## src/rtl/phyport_pkg.sv

```systemverilog
package phyport_pkg;

    localparam int ADDR_W    = 6;
    localparam int DATA_W    = 8;
    localparam int REG_W     = 32;
    localparam int ADDR_LSB  = 0;
    localparam int WDATA_LSB = 8;
    localparam int RDATA_LSB = 16;
    localparam int WR_BIT    = 24;
    localparam int RD_BIT    = 25;
    localparam int ACK_BIT   = 26;
    localparam int BANK_DEPTH = 1 << ADDR_W;

    typedef enum logic [1:0] {
        S_IDLE  = 2'd0,
        S_ISSUE = 2'd1,
        S_WAIT  = 2'd2,
        S_HOLD  = 2'd3
    } port_state_e;

    // Populated delay slots: 0x00..0x08 and 0x0B..0x0D
    function automatic logic slot_mapped(input logic [ADDR_W-1:0] a);
        return (a <= ADDR_W'(8)) || ((a >= ADDR_W'(11)) && (a <= ADDR_W'(13)));
    endfunction

endpackage

```

## src/rtl/phyport_hostreg.sv

```systemverilog
module phyport_hostreg
    import phyport_pkg::*;
(
    input  logic              clk,
    input  logic              rst_n,
    input  logic              we,
    input  logic [REG_W-1:0]  wdata,
    output logic [ADDR_W-1:0] addr_f,
    output logic [DATA_W-1:0] wdat_f,
    output logic              wr_req,
    output logic              rd_req
);

    always_ff @(posedge clk) begin
        if (!rst_n) begin
            addr_f <= '0;
            wdat_f <= '0;
            wr_req <= 1'b0;
            rd_req <= 1'b0;
        end else if (we) begin
            addr_f <= wdata[ADDR_LSB +: ADDR_W];
            wdat_f <= wdata[WDATA_LSB +: DATA_W];
            wr_req <= wdata[WR_BIT];
            rd_req <= wdata[RD_BIT];
        end
    end

endmodule

```

## src/rtl/phyport_ctrl.sv

```systemverilog
module phyport_ctrl
    import phyport_pkg::*;
(
    input  logic              clk,
    input  logic              rst_n,
    input  logic              wr_req,
    input  logic              rd_req,
    input  logic [ADDR_W-1:0] addr_f,
    input  logic [DATA_W-1:0] wdat_f,
    input  logic              phy_done,
    input  logic [DATA_W-1:0] phy_rdata,
    output logic              phy_wstb,
    output logic              phy_rstb,
    output logic [ADDR_W-1:0] phy_addr,
    output logic [DATA_W-1:0] phy_wdata,
    output logic              ack,
    output logic              rd_cpl,
    output logic [DATA_W-1:0] rdata_f
);

    port_state_e state, state_nxt;
    logic        op_wr;
    logic        any_req;

    assign any_req = wr_req | rd_req;

    // state register
    always_ff @(posedge clk) begin
        if (!rst_n) state <= S_IDLE;
        else        state <= state_nxt;
    end

    // next-state decode
    always_comb begin
        state_nxt = state;
        unique case (state)
            S_IDLE:  if (any_req)  state_nxt = S_ISSUE;
            S_ISSUE:               state_nxt = S_WAIT;
            S_WAIT:  if (phy_done) state_nxt = S_HOLD;
            S_HOLD:  if (!any_req) state_nxt = S_IDLE;
            default:               state_nxt = S_IDLE;
        endcase
    end

    // outputs
    always_comb begin
        phy_wstb = 1'b0;
        phy_rstb = 1'b0;
        ack      = 1'b0;
        rd_cpl   = 1'b0;
        unique case (state)
            S_IDLE:  ;
            S_ISSUE: begin
                phy_wstb = op_wr;
                phy_rstb = !op_wr;
            end
            S_WAIT:  rd_cpl = phy_done && !op_wr;
            S_HOLD:  ack = 1'b1;
            default: ;
        endcase
    end

    // operation snapshot and read-data capture
    always_ff @(posedge clk) begin
        if (!rst_n) begin
            op_wr     <= 1'b0;
            phy_addr  <= '0;
            phy_wdata <= '0;
            rdata_f   <= '0;
        end else begin
            if (state == S_IDLE && any_req) begin
                op_wr     <= wr_req;
                phy_addr  <= addr_f;
                phy_wdata <= wdat_f;
            end
            if (rd_cpl) rdata_f <= phy_rdata;
        end
    end

endmodule

```

## src/rtl/phyport_bank.sv

```systemverilog
module phyport_bank
    import phyport_pkg::*;
#(
    parameter int LATENCY = 3
) (
    input  logic              clk,
    input  logic              rst_n,
    input  logic              wstb,
    input  logic              rstb,
    input  logic [ADDR_W-1:0] addr,
    input  logic [DATA_W-1:0] wdata,
    output logic              done,
    output logic [DATA_W-1:0] rdata
);

    localparam int LAT_EFF = (LATENCY < 1) ? 1 : LATENCY;
    localparam int CNT_W   = $clog2(LAT_EFF + 1);

    logic [DATA_W-1:0] mem [BANK_DEPTH];
    logic              busy;
    logic              cur_wr;
    logic [CNT_W-1:0]  cnt;
    logic [ADDR_W-1:0] cur_a;
    logic [DATA_W-1:0] cur_d;

    always_ff @(posedge clk) begin
        if (!rst_n) begin
            for (int i = 0; i < BANK_DEPTH; i++) mem[i] <= '0;
            busy   <= 1'b0;
            cur_wr <= 1'b0;
            cnt    <= '0;
            cur_a  <= '0;
            cur_d  <= '0;
            done   <= 1'b0;
            rdata  <= '0;
        end else begin
            done <= 1'b0;
            if (wstb || rstb) begin
                busy   <= 1'b1;
                cur_wr <= wstb;
                cnt    <= CNT_W'(LAT_EFF - 1);
                cur_a  <= addr;
                cur_d  <= wdata;
            end else if (busy) begin
                if (cnt == '0) begin
                    busy <= 1'b0;
                    done <= 1'b1;
                    if (cur_wr && slot_mapped(cur_a)) mem[cur_a] <= cur_d;
                    rdata <= (!cur_wr && slot_mapped(cur_a)) ? mem[cur_a] : '0;
                end else begin
                    cnt <= cnt - 1'b1;
                end
            end
        end
    end

endmodule

```

## src/rtl/phyport_bridge.sv

```systemverilog
module phyport_bridge
    import phyport_pkg::*;
#(
    parameter int BANK_LAT = 3
) (
    input  logic        clk,
    input  logic        rst_n,
    input  logic        host_we,
    input  logic [31:0] host_wdata,
    output logic [31:0] host_rdata
);

    logic [ADDR_W-1:0] addr_f;
    logic [DATA_W-1:0] wdat_f;
    logic              wr_req, rd_req;
    logic              phy_wstb, phy_rstb, phy_done;
    logic [ADDR_W-1:0] phy_addr;
    logic [DATA_W-1:0] phy_wdata, phy_rdata;
    logic              ack, rd_cpl;
    logic [DATA_W-1:0] rdata_f;
    logic              unused_wbits;

    assign unused_wbits = ^{host_wdata[31:26], host_wdata[23:16], host_wdata[7:6]};

    phyport_hostreg u_hostreg (
        .clk    (clk),
        .rst_n  (rst_n),
        .we     (host_we),
        .wdata  (host_wdata),
        .addr_f (addr_f),
        .wdat_f (wdat_f),
        .wr_req (wr_req),
        .rd_req (rd_req)
    );

    phyport_ctrl u_ctrl (
        .clk       (clk),
        .rst_n     (rst_n),
        .wr_req    (wr_req),
        .rd_req    (rd_req),
        .addr_f    (addr_f),
        .wdat_f    (wdat_f),
        .phy_done  (phy_done),
        .phy_rdata (phy_rdata),
        .phy_wstb  (phy_wstb),
        .phy_rstb  (phy_rstb),
        .phy_addr  (phy_addr),
        .phy_wdata (phy_wdata),
        .ack       (ack),
        .rd_cpl    (rd_cpl),
        .rdata_f   (rdata_f)
    );

    phyport_bank #(.LATENCY(BANK_LAT)) u_bank (
        .clk   (clk),
        .rst_n (rst_n),
        .wstb  (phy_wstb),
        .rstb  (phy_rstb),
        .addr  (phy_addr),
        .wdata (phy_wdata),
        .done  (phy_done),
        .rdata (phy_rdata)
    );

    always_comb begin
        host_rdata = '0;
        host_rdata[ADDR_LSB  +: ADDR_W] = addr_f;
        host_rdata[WDATA_LSB +: DATA_W] = wdat_f;
        host_rdata[RDATA_LSB +: DATA_W] = rdata_f;
        host_rdata[WR_BIT]  = wr_req;
        host_rdata[RD_BIT]  = rd_req;
        host_rdata[ACK_BIT] = ack;
    end

endmodule

```

## config.mk

```make
export PLATFORM = sky130hd
export DESIGN_NAME = phyport_bridge
export DESIGN_NICKNAME = d
export VERILOG_FILES = /design/src/rtl/phyport_pkg.sv /design/src/rtl/phyport_hostreg.sv /design/src/rtl/phyport_ctrl.sv /design/src/rtl/phyport_bank.sv /design/src/rtl/phyport_bridge.sv
export SDC_FILE = /design/constraint.sdc
export NUM_CORES = 1
export LEC_CHECK = 0
export BUFFER_PORTS_ARGS = -buffer_cell sky130_fd_sc_hd__buf_2
export CAP_MARGIN = 20
export CORE_ASPECT_RATIO = 1.5
export CORE_MARGIN = 3
export CORE_UTILIZATION = 45
export DETAILED_ROUTE_END_ITERATION = 10
export PLACE_DENSITY_LB_ADDON = 0.05
export SLEW_MARGIN = 25
export SYNTH_ARGS = -nofsm -noshare
export SYNTH_HDL_FRONTEND = slang
export SYNTH_SLANG_ARGS = --single-unit
```

## constraint.sdc

```tcl
create_clock -name clk -period 3.36 [get_ports clk]
set_clock_uncertainty 0.1 [all_clocks]
set_input_delay 0.504 -clock clk [delete_from_list [all_inputs] [get_ports clk]]
set_output_delay 0.504 -clock clk [all_outputs]
set_load 0.05 [all_outputs]
```

==> impl_metrics.env, run 1 <==
export IMPL_viasPerCell=4.73
export IMPL_fmax_ghz=0.330
export IMPL_start_util=0.456
export IMPL_slowest_stage="a2111oi_4"
export IMPL_startpoint="u_ctrl.state[1]$_SDFFE_PN0P_"
export IMPL_h_tree_depth=2
export IMPL_synth_area_um2=23600
export IMPL_met1Wirelength_mm=18.8
export IMPL_rsz0062_at_grt="no"
export IMPL_grt_start_max_net_pins=69
export IMPL_setup_slack_ps=330
export IMPL_route_met3_wl_mm=1.44
export IMPL_cp_data_arrival_time_ps=3180
export IMPL_grt_usage=0.192
export IMPL_whs_ps=50.9
export IMPL_drive_gt1_frac=0.134
export IMPL_fin_crit_sh=0.902
export IMPL_hold_class="in -> reg"
export IMPL_dpl_worst_slack_ps=318
export IMPL_peakVddDrop_v=0.000397
export IMPL_die_x_um=193
export IMPL_core_area_um2=51700
export IMPL_r2r_slack_ps=330
export IMPL_ys_warn_count=0
export IMPL_ios=67
export IMPL_drt_antenna_violating_nets=0
export IMPL_fin_setup_tns_ps=0
export IMPL_gp_congestion=0.804
export IMPL_dr_total_vias=12300
export IMPL_setup_violations=0
export IMPL_rr_startpoint="u_ctrl.state[1]$_SDFFE_PN0P_"
export IMPL_row_count=102
export IMPL_postCtsHoldBufs=0
export IMPL_yosysUniqueCellTypes=53
export IMPL_end_kind="flop"
export IMPL_final_cell_mix="512 x edfxtp_1, 423 x conb_1, 166 x mux2i_1"
export IMPL_cts_sinks=586
export IMPL_drc_errors=0
export IMPL_critPathMaxStageDelay_ps=410
export IMPL_avgSynthCellArea_um2=16.6
export IMPL_critical_path_max_fanout=10
export IMPL_final_common_cell="edfxtp_1"
export IMPL_cp_endpoint="u_bank.mem[8][6]$_SDFFCE_PN0P_"
export IMPL_overflow=0
export IMPL_n_antenna_cell=0
export IMPL_crit_path_start_kind="flop"
export IMPL_cts_resized=0
export IMPL_crit_required_ps=3510
export IMPL_cts_buffers=55
export IMPL_drtPass1Iterations=4
export IMPL_synth_edff_count=512
export IMPL_die_area_um2=55200
export IMPL_outcome="finished, final reports clean"
export IMPL_drtIter0Drc=566
export IMPL_first_global_vias=13200
export IMPL_grt_pass1_wl_mm=78.8
export IMPL_hold_violations=0
export IMPL_area_growth_syn_to_layout_pct=18.2
export IMPL_antenna_found_initial=0
export IMPL_io_buffer_count=43
export IMPL_cap_violations=0
export IMPL_wl_per_cell_um=19.7
export IMPL_slew_violations=0
export IMPL_dp_hpwl_mm=36.4
export IMPL_wl_mm=51.3
export IMPL_hp_start="host_wdata[15]"
export IMPL_chipHeight_um=286
export IMPL_dp_cells=2507
export IMPL_p_per_area_nw_per_um2=566
export IMPL_synth_cells=1419
export IMPL_met2_length_mm=29.1
export IMPL_worstPathCellList="inv_1, ha_1, nor4b_4, nand3_2, a2111oi_4, and2b_2, and3_1, nand2b_1"
export IMPL_slew_headroom=0.387
export IMPL_p_leak_uw=0.0104
export IMPL_clockRootBuffer="clkbuf_16"
export IMPL_worstSetupPathType="reg -> reg"
export IMPL_ys_seq_area_frac=0.715
export IMPL_r2r_end="u_bank.mem[8][6]$_SDFFCE_PN0P_"
export IMPL_post_cts_setup_buffers=0
export IMPL_tritoncts="yes"
export IMPL_synth_main_ff_cell="edfxtp_1"
export IMPL_fin_nets=1927
export IMPL_top_layer_used="met4"
export IMPL_fin_cells=2606
export IMPL_ys_async_sr_fraction=0
export IMPL_cts_buffer_depth=3
export IMPL_r2r_cells=8
export IMPL_fin_crit_ps=3030
export IMPL_clk_pin_slew_ps=60
export IMPL_worst_pin_slew_ps=919
export IMPL_synth_seq_cells=586
export IMPL_clock_latency_ps=590
==> critical path: cells and delay by family, from the launching register on <==
family                     cells  cell delay [ps]
adders and majority gates      1              220
buffers and inverters          1               80
and+or+nand+nor                5             1510
DFF                            1              380
AOI/OAI and AO/OA              1              410
==> metal layers <==
| layer | track usage | vias to the layer above |
|---|---|---|
| met5 | 0 | - |
| met4 | 0.0693 | 0 |
| met3 | 0.0231 | 91 |
| met2 | 0.374 | 196 |
| met1 | 0.212 | 6092 |
| li1 | - | 5937 |
==> worst min-delay path by stage <==
stage | end | slack [ps] | cells after the start
after global placement | u_ctrl.phy_wdata[0]$_SDFFE_PN0P_ | 340 | 2
final | u_hostreg.wdat_f[7]$_SDFFE_PN0P_ | 50 | 3
after CTS | u_hostreg.wdat_f[7]$_SDFFE_PN0P_ | 20 | 3
after global routing | u_hostreg.wdat_f[1]$_SDFFE_PN0P_ | 60 | 3
after floorplan | u_ctrl.phy_addr[0]$_SDFFE_PN0P_ | 340 | 2
after detailed placement | u_ctrl.phy_wdata[0]$_SDFFE_PN0P_ | 350 | 2
==> state kept, by name, indices dropped and copies added (netlist names), 2 cells and up, named ones only <==
name              flops
u_bank.cur_a          6
u_ctrl.state          2
u_ctrl.rdata_f        8
u_hostreg.addr_f      6
u_hostreg.wdat_f      8
u_bank.rdata          8
u_bank.cur_d          8
u_ctrl.phy_addr       6
u_ctrl.phy_wdata      8
u_bank.mem          512
u_bank.cnt            2
==> cells in the mapped netlist, types with 27 or more instances <==
master / n / area, µm²
mux2i_1: 166 / 1660
mux4_2: 79 / 1780
a22oi_1: 50 / 375
dfxtp_1: 74 / 1480
buf_4: 29 / 218
and3_1: 27 / 169
a21oi_1: 29 / 145
clkbuf_1: 54 / 203
edfxtp_1: 512 / 15400
and2_1: 77 / 482
inv_1: 59 / 221
nand2_1: 65 / 244
nor2_1: 60 / 225
==> area by class of cell <==
type | instances | area [µm²]
clock inverters | 29 | 225
clock buffers | 70 | 1500
fillers | 4302 | 23800
repair buffers | 91 | 651
multi-input cells | 1094 | 7570
inverters | 60 | 225
flip-flops and latches | 586 | 16900
well taps | 676 | 846
==> cell families after synthesis <==
family                     share of synthesized area
other                                       0.000159
xor gates and xnor gates                    0.000372
muxes                                          0.147
AOI/OAI and AO/OA                             0.0386
buffers and inverters                         0.0315
DFF                                            0.715
and+or+nand+nor                               0.0653
adders and majority gates                    0.00212
==> stage by stage <==
step / utilization / total power [µW] / instance area, µm²
after floorplan: - / 9550 / 25200
after global placement: 0.506 / 9890 / 26100
after detailed placement: 0.506 / 9930 / 26200
after CTS: 0.539 / 16000 / 27900
after global routing: 0.539 / 16400 / 27900
final: 0.539 / 15800 / 27900
==> report_power, final <==
| group | switching, µW | internal (µW) |
|---|---|---|
| registers | 185 | 8460 |
| clock network | 2600 | 3420 |
| logic | 716 | 399 |
Note: power is estimated with default switching activity, not from simulation.
==> inputs of run 2 (changes only) <==
--- a/config.mk
+++ b/config.mk
@@ -7,9 +7,11 @@
 export LEC_CHECK = 0
 export BUFFER_PORTS_ARGS = -buffer_cell sky130_fd_sc_hd__buf_2
 export CAP_MARGIN = 20
+export CELL_PAD_IN_SITES_DETAIL_PLACEMENT = 0
+export CELL_PAD_IN_SITES_GLOBAL_PLACEMENT = 1
 export CORE_ASPECT_RATIO = 1.5
 export CORE_MARGIN = 3
-export CORE_UTILIZATION = 45
+export CORE_UTILIZATION = 36
 export DETAILED_ROUTE_END_ITERATION = 10
 export PLACE_DENSITY_LB_ADDON = 0.05
 export SLEW_MARGIN = 25
==> impl_metrics.env, run 2 (synthesized netlist as in run 1, its figures left out) <==
export IMPL_final_core_util=0.439
export IMPL_h_tree_depth=2
export IMPL_critPathMaxStageDelay_ps=410
export IMPL_fin_setup_tns_ps=0
export IMPL_hold_class="in -> reg"
export IMPL_crit_path_start_kind="flop"
export IMPL_chipHeight_um=319
export IMPL_crit_required_ps=3520
export IMPL_wl_per_cell_um=19.5
export IMPL_critical_path_max_fanout=10
export IMPL_fmax_ghz=0.334
export IMPL_fillCellCount=5827
export IMPL_power_frac_clock=0.384
export IMPL_cap_violations=0
export IMPL_antenna_found_initial=0
export IMPL_startpoint="u_ctrl.state[1]$_SDFFE_PN0P_"
export IMPL_cpLargestDelayFamily="simple AND/OR/NAND/NOR gates"
export IMPL_die_area_um2=68700
export IMPL_worstPathCellList="inv_1, ha_1, nor4b_4, nand3_2, a2111oi_4, and2b_2, and3_1, nand2b_1"
export IMPL_cts_buffer_depth=3
export IMPL_start_util=0.365
export IMPL_dp_hpwl_mm=39.2
export IMPL_rsz0062_at_grt="no"
export IMPL_n_antenna_cell=0
export IMPL_r2r_end="u_bank.mem[8][0]$_SDFFCE_PN0P_"
export IMPL_outcome="finished, final reports clean"
export IMPL_row_count=114
export IMPL_overflow=0
export IMPL_grt_pass1_wl_mm=83.1
export IMPL_worstSetupPathType="reg -> reg"
export IMPL_worst_pin_slew_ps=947
export IMPL_drc_errors=0
export IMPL_slowest_stage="a2111oi_4"
export IMPL_cts_sinks=586
export IMPL_hp_start="host_we"
export IMPL_fin_crit_sh=0.890
export IMPL_clock_latency_ps=620
export IMPL_clk_pin_slew_ps=60
export IMPL_grt_start_max_net_pins=53
export IMPL_cp_data_arrival_time_ps=3150
export IMPL_clockRootBuffer="clkbuf_16"
export IMPL_r2r_slack_ps=370
export IMPL_seqPwrFrac=0.542
export IMPL_fin_crit_ps=2990
export IMPL_dr_total_vias=12300
export IMPL_slew_violations=0
export IMPL_area_growth_syn_to_layout_pct=20.3
export IMPL_final_common_cell="edfxtp_1"
export IMPL_tritoncts="yes"
export IMPL_io_buffer_count=43
export IMPL_p_comb_frac=0.074
export IMPL_p_switching_uw=3640
export IMPL_p_leak_uw=0.0105
export IMPL_setup_slack_ps=368
export IMPL_peakVddDrop_v=0.000413
export IMPL_dpl_worst_slack_ps=363
export IMPL_drt_antenna_violating_nets=0
export IMPL_fin_nets=1956
export IMPL_setup_violations=0
export IMPL_p_per_area_nw_per_um2=562
export IMPL_p_sw_frac=0.228
export IMPL_ios=67
export IMPL_finalPower_uw=15900
export IMPL_whs_ps=337
export IMPL_die_x_um=215
export IMPL_holdPathEnd="u_hostreg.rd_req$_SDFFE_PN0P_"
export IMPL_hold_path_cell_count=3
export IMPL_cellInternalPower_uw=12300
export IMPL_largest_reg_flops=512
export IMPL_path_buf_inv=1
export IMPL_hold_violations=0
export IMPL_rr_startpoint="u_ctrl.state[1]$_SDFFE_PN0P_"
export IMPL_drive_gt1_frac=0.142
export IMPL_first_global_vias=13100
export IMPL_cts_buffers=58
export IMPL_slew_headroom=0.364
export IMPL_post_cts_setup_buffers=0
export IMPL_viasPerCell=4.34
export IMPL_final_cell_mix="512 x edfxtp_1, 423 x conb_1, 166 x mux2i_1"
export IMPL_cts_resized=0
export IMPL_wl_mm=55.2
export IMPL_core_area_um2=64600
export IMPL_r2r_cells=8
export IMPL_drtIter0Drc=664
export IMPL_gp_congestion=0.778
export IMPL_drtPass1Iterations=5
export IMPL_grt_usage=0.164
export IMPL_end_kind="flop"
export IMPL_largest_register="u_bank.mem"
-- run 2: cell types whose count changed in the layout (fill, tap and decap cells not counted), sizes merged --
| cell | delta |
|---|---|
| dlygate4sd3 | +16 |
| buf | +10 |
| clkinv | +4 |
| clkinvlp | +2 |
| bufinv | -1 |
| clkbuf | -1 |
| inv | +1 |
-- run 2: final cells by class --
class                      count  area, µm²  area share
sequential                   586      16900       0.595
multi-input combinational   1094       7560       0.266
clock buffer                  69       1510      0.0534
tap                          870       1090      0.0384
timing repair buffer         117        873      0.0308
clock inverter                35        241     0.00851
inverter                      60        225     0.00794
-- run 2: power groups by stage --
stage / combinational, µW / sequential, µW / clock (µW)
2_1_floorplan: 805 / 8750 / 0
3_3_place_gp: 1180 / 8780 / 0
3_5_place_dp: 1190 / 8800 / 0
4_1_cts: 1210 / 8650 / 6350
5_1_grt: 1310 / 8690 / 6630
6_report: 1180 / 8640 / 6130
-- run 2: routing by layer --
metal / track usage / vias up / routed length [µm]
met5: 0 / - / 0
met4: 0.0524 / 0 / 1700
met3: 0.0283 / 82 / 2020
met2: 0.314 / 204 / 30600
met1: 0.184 / 6006 / 20900
li1: - / 5995 / -
-- run 2: stage by stage --
step,cells,instance area [µm²]
6_report,2831,28400
3_5_place_dp,2711,26500
3_3_place_gp,2711,26500
4_1_cts,2831,28400
5_1_grt,2831,28400
2_1_floorplan,1841,25200
-- run 2: worst max path at each step --
stage                                     endpoint  slack, ps  depth (start not counted)
floorplan           u_bank.mem[8][0]$_SDFFCE_PN0P_        630                         10
global placement    u_bank.mem[8][1]$_SDFFCE_PN0P_        390                          8
detailed placement  u_bank.mem[8][4]$_SDFFCE_PN0P_        360                          8
CTS                 u_bank.mem[8][0]$_SDFFCE_PN0P_        350                          8
global route        u_bank.mem[8][0]$_SDFFCE_PN0P_        210                          8
finish              u_bank.mem[8][0]$_SDFFCE_PN0P_        370                          8
-- run 2: repair_timing --
| action | 4_1_cts | 5_1_grt |
|---|---|---|
| setup endpoints to repair | 0 | 0 |
| hold buffers | 16 | 0 |
| endpoints found under the hold margin | 16 | 0 |
-- run 2: worst min-delay path: cells and delay by family --
kind	cells	cell delay [ps]
buffers and inverters	1	260
multiplexers	1	180
AND/OR/NAND/NOR	1	70
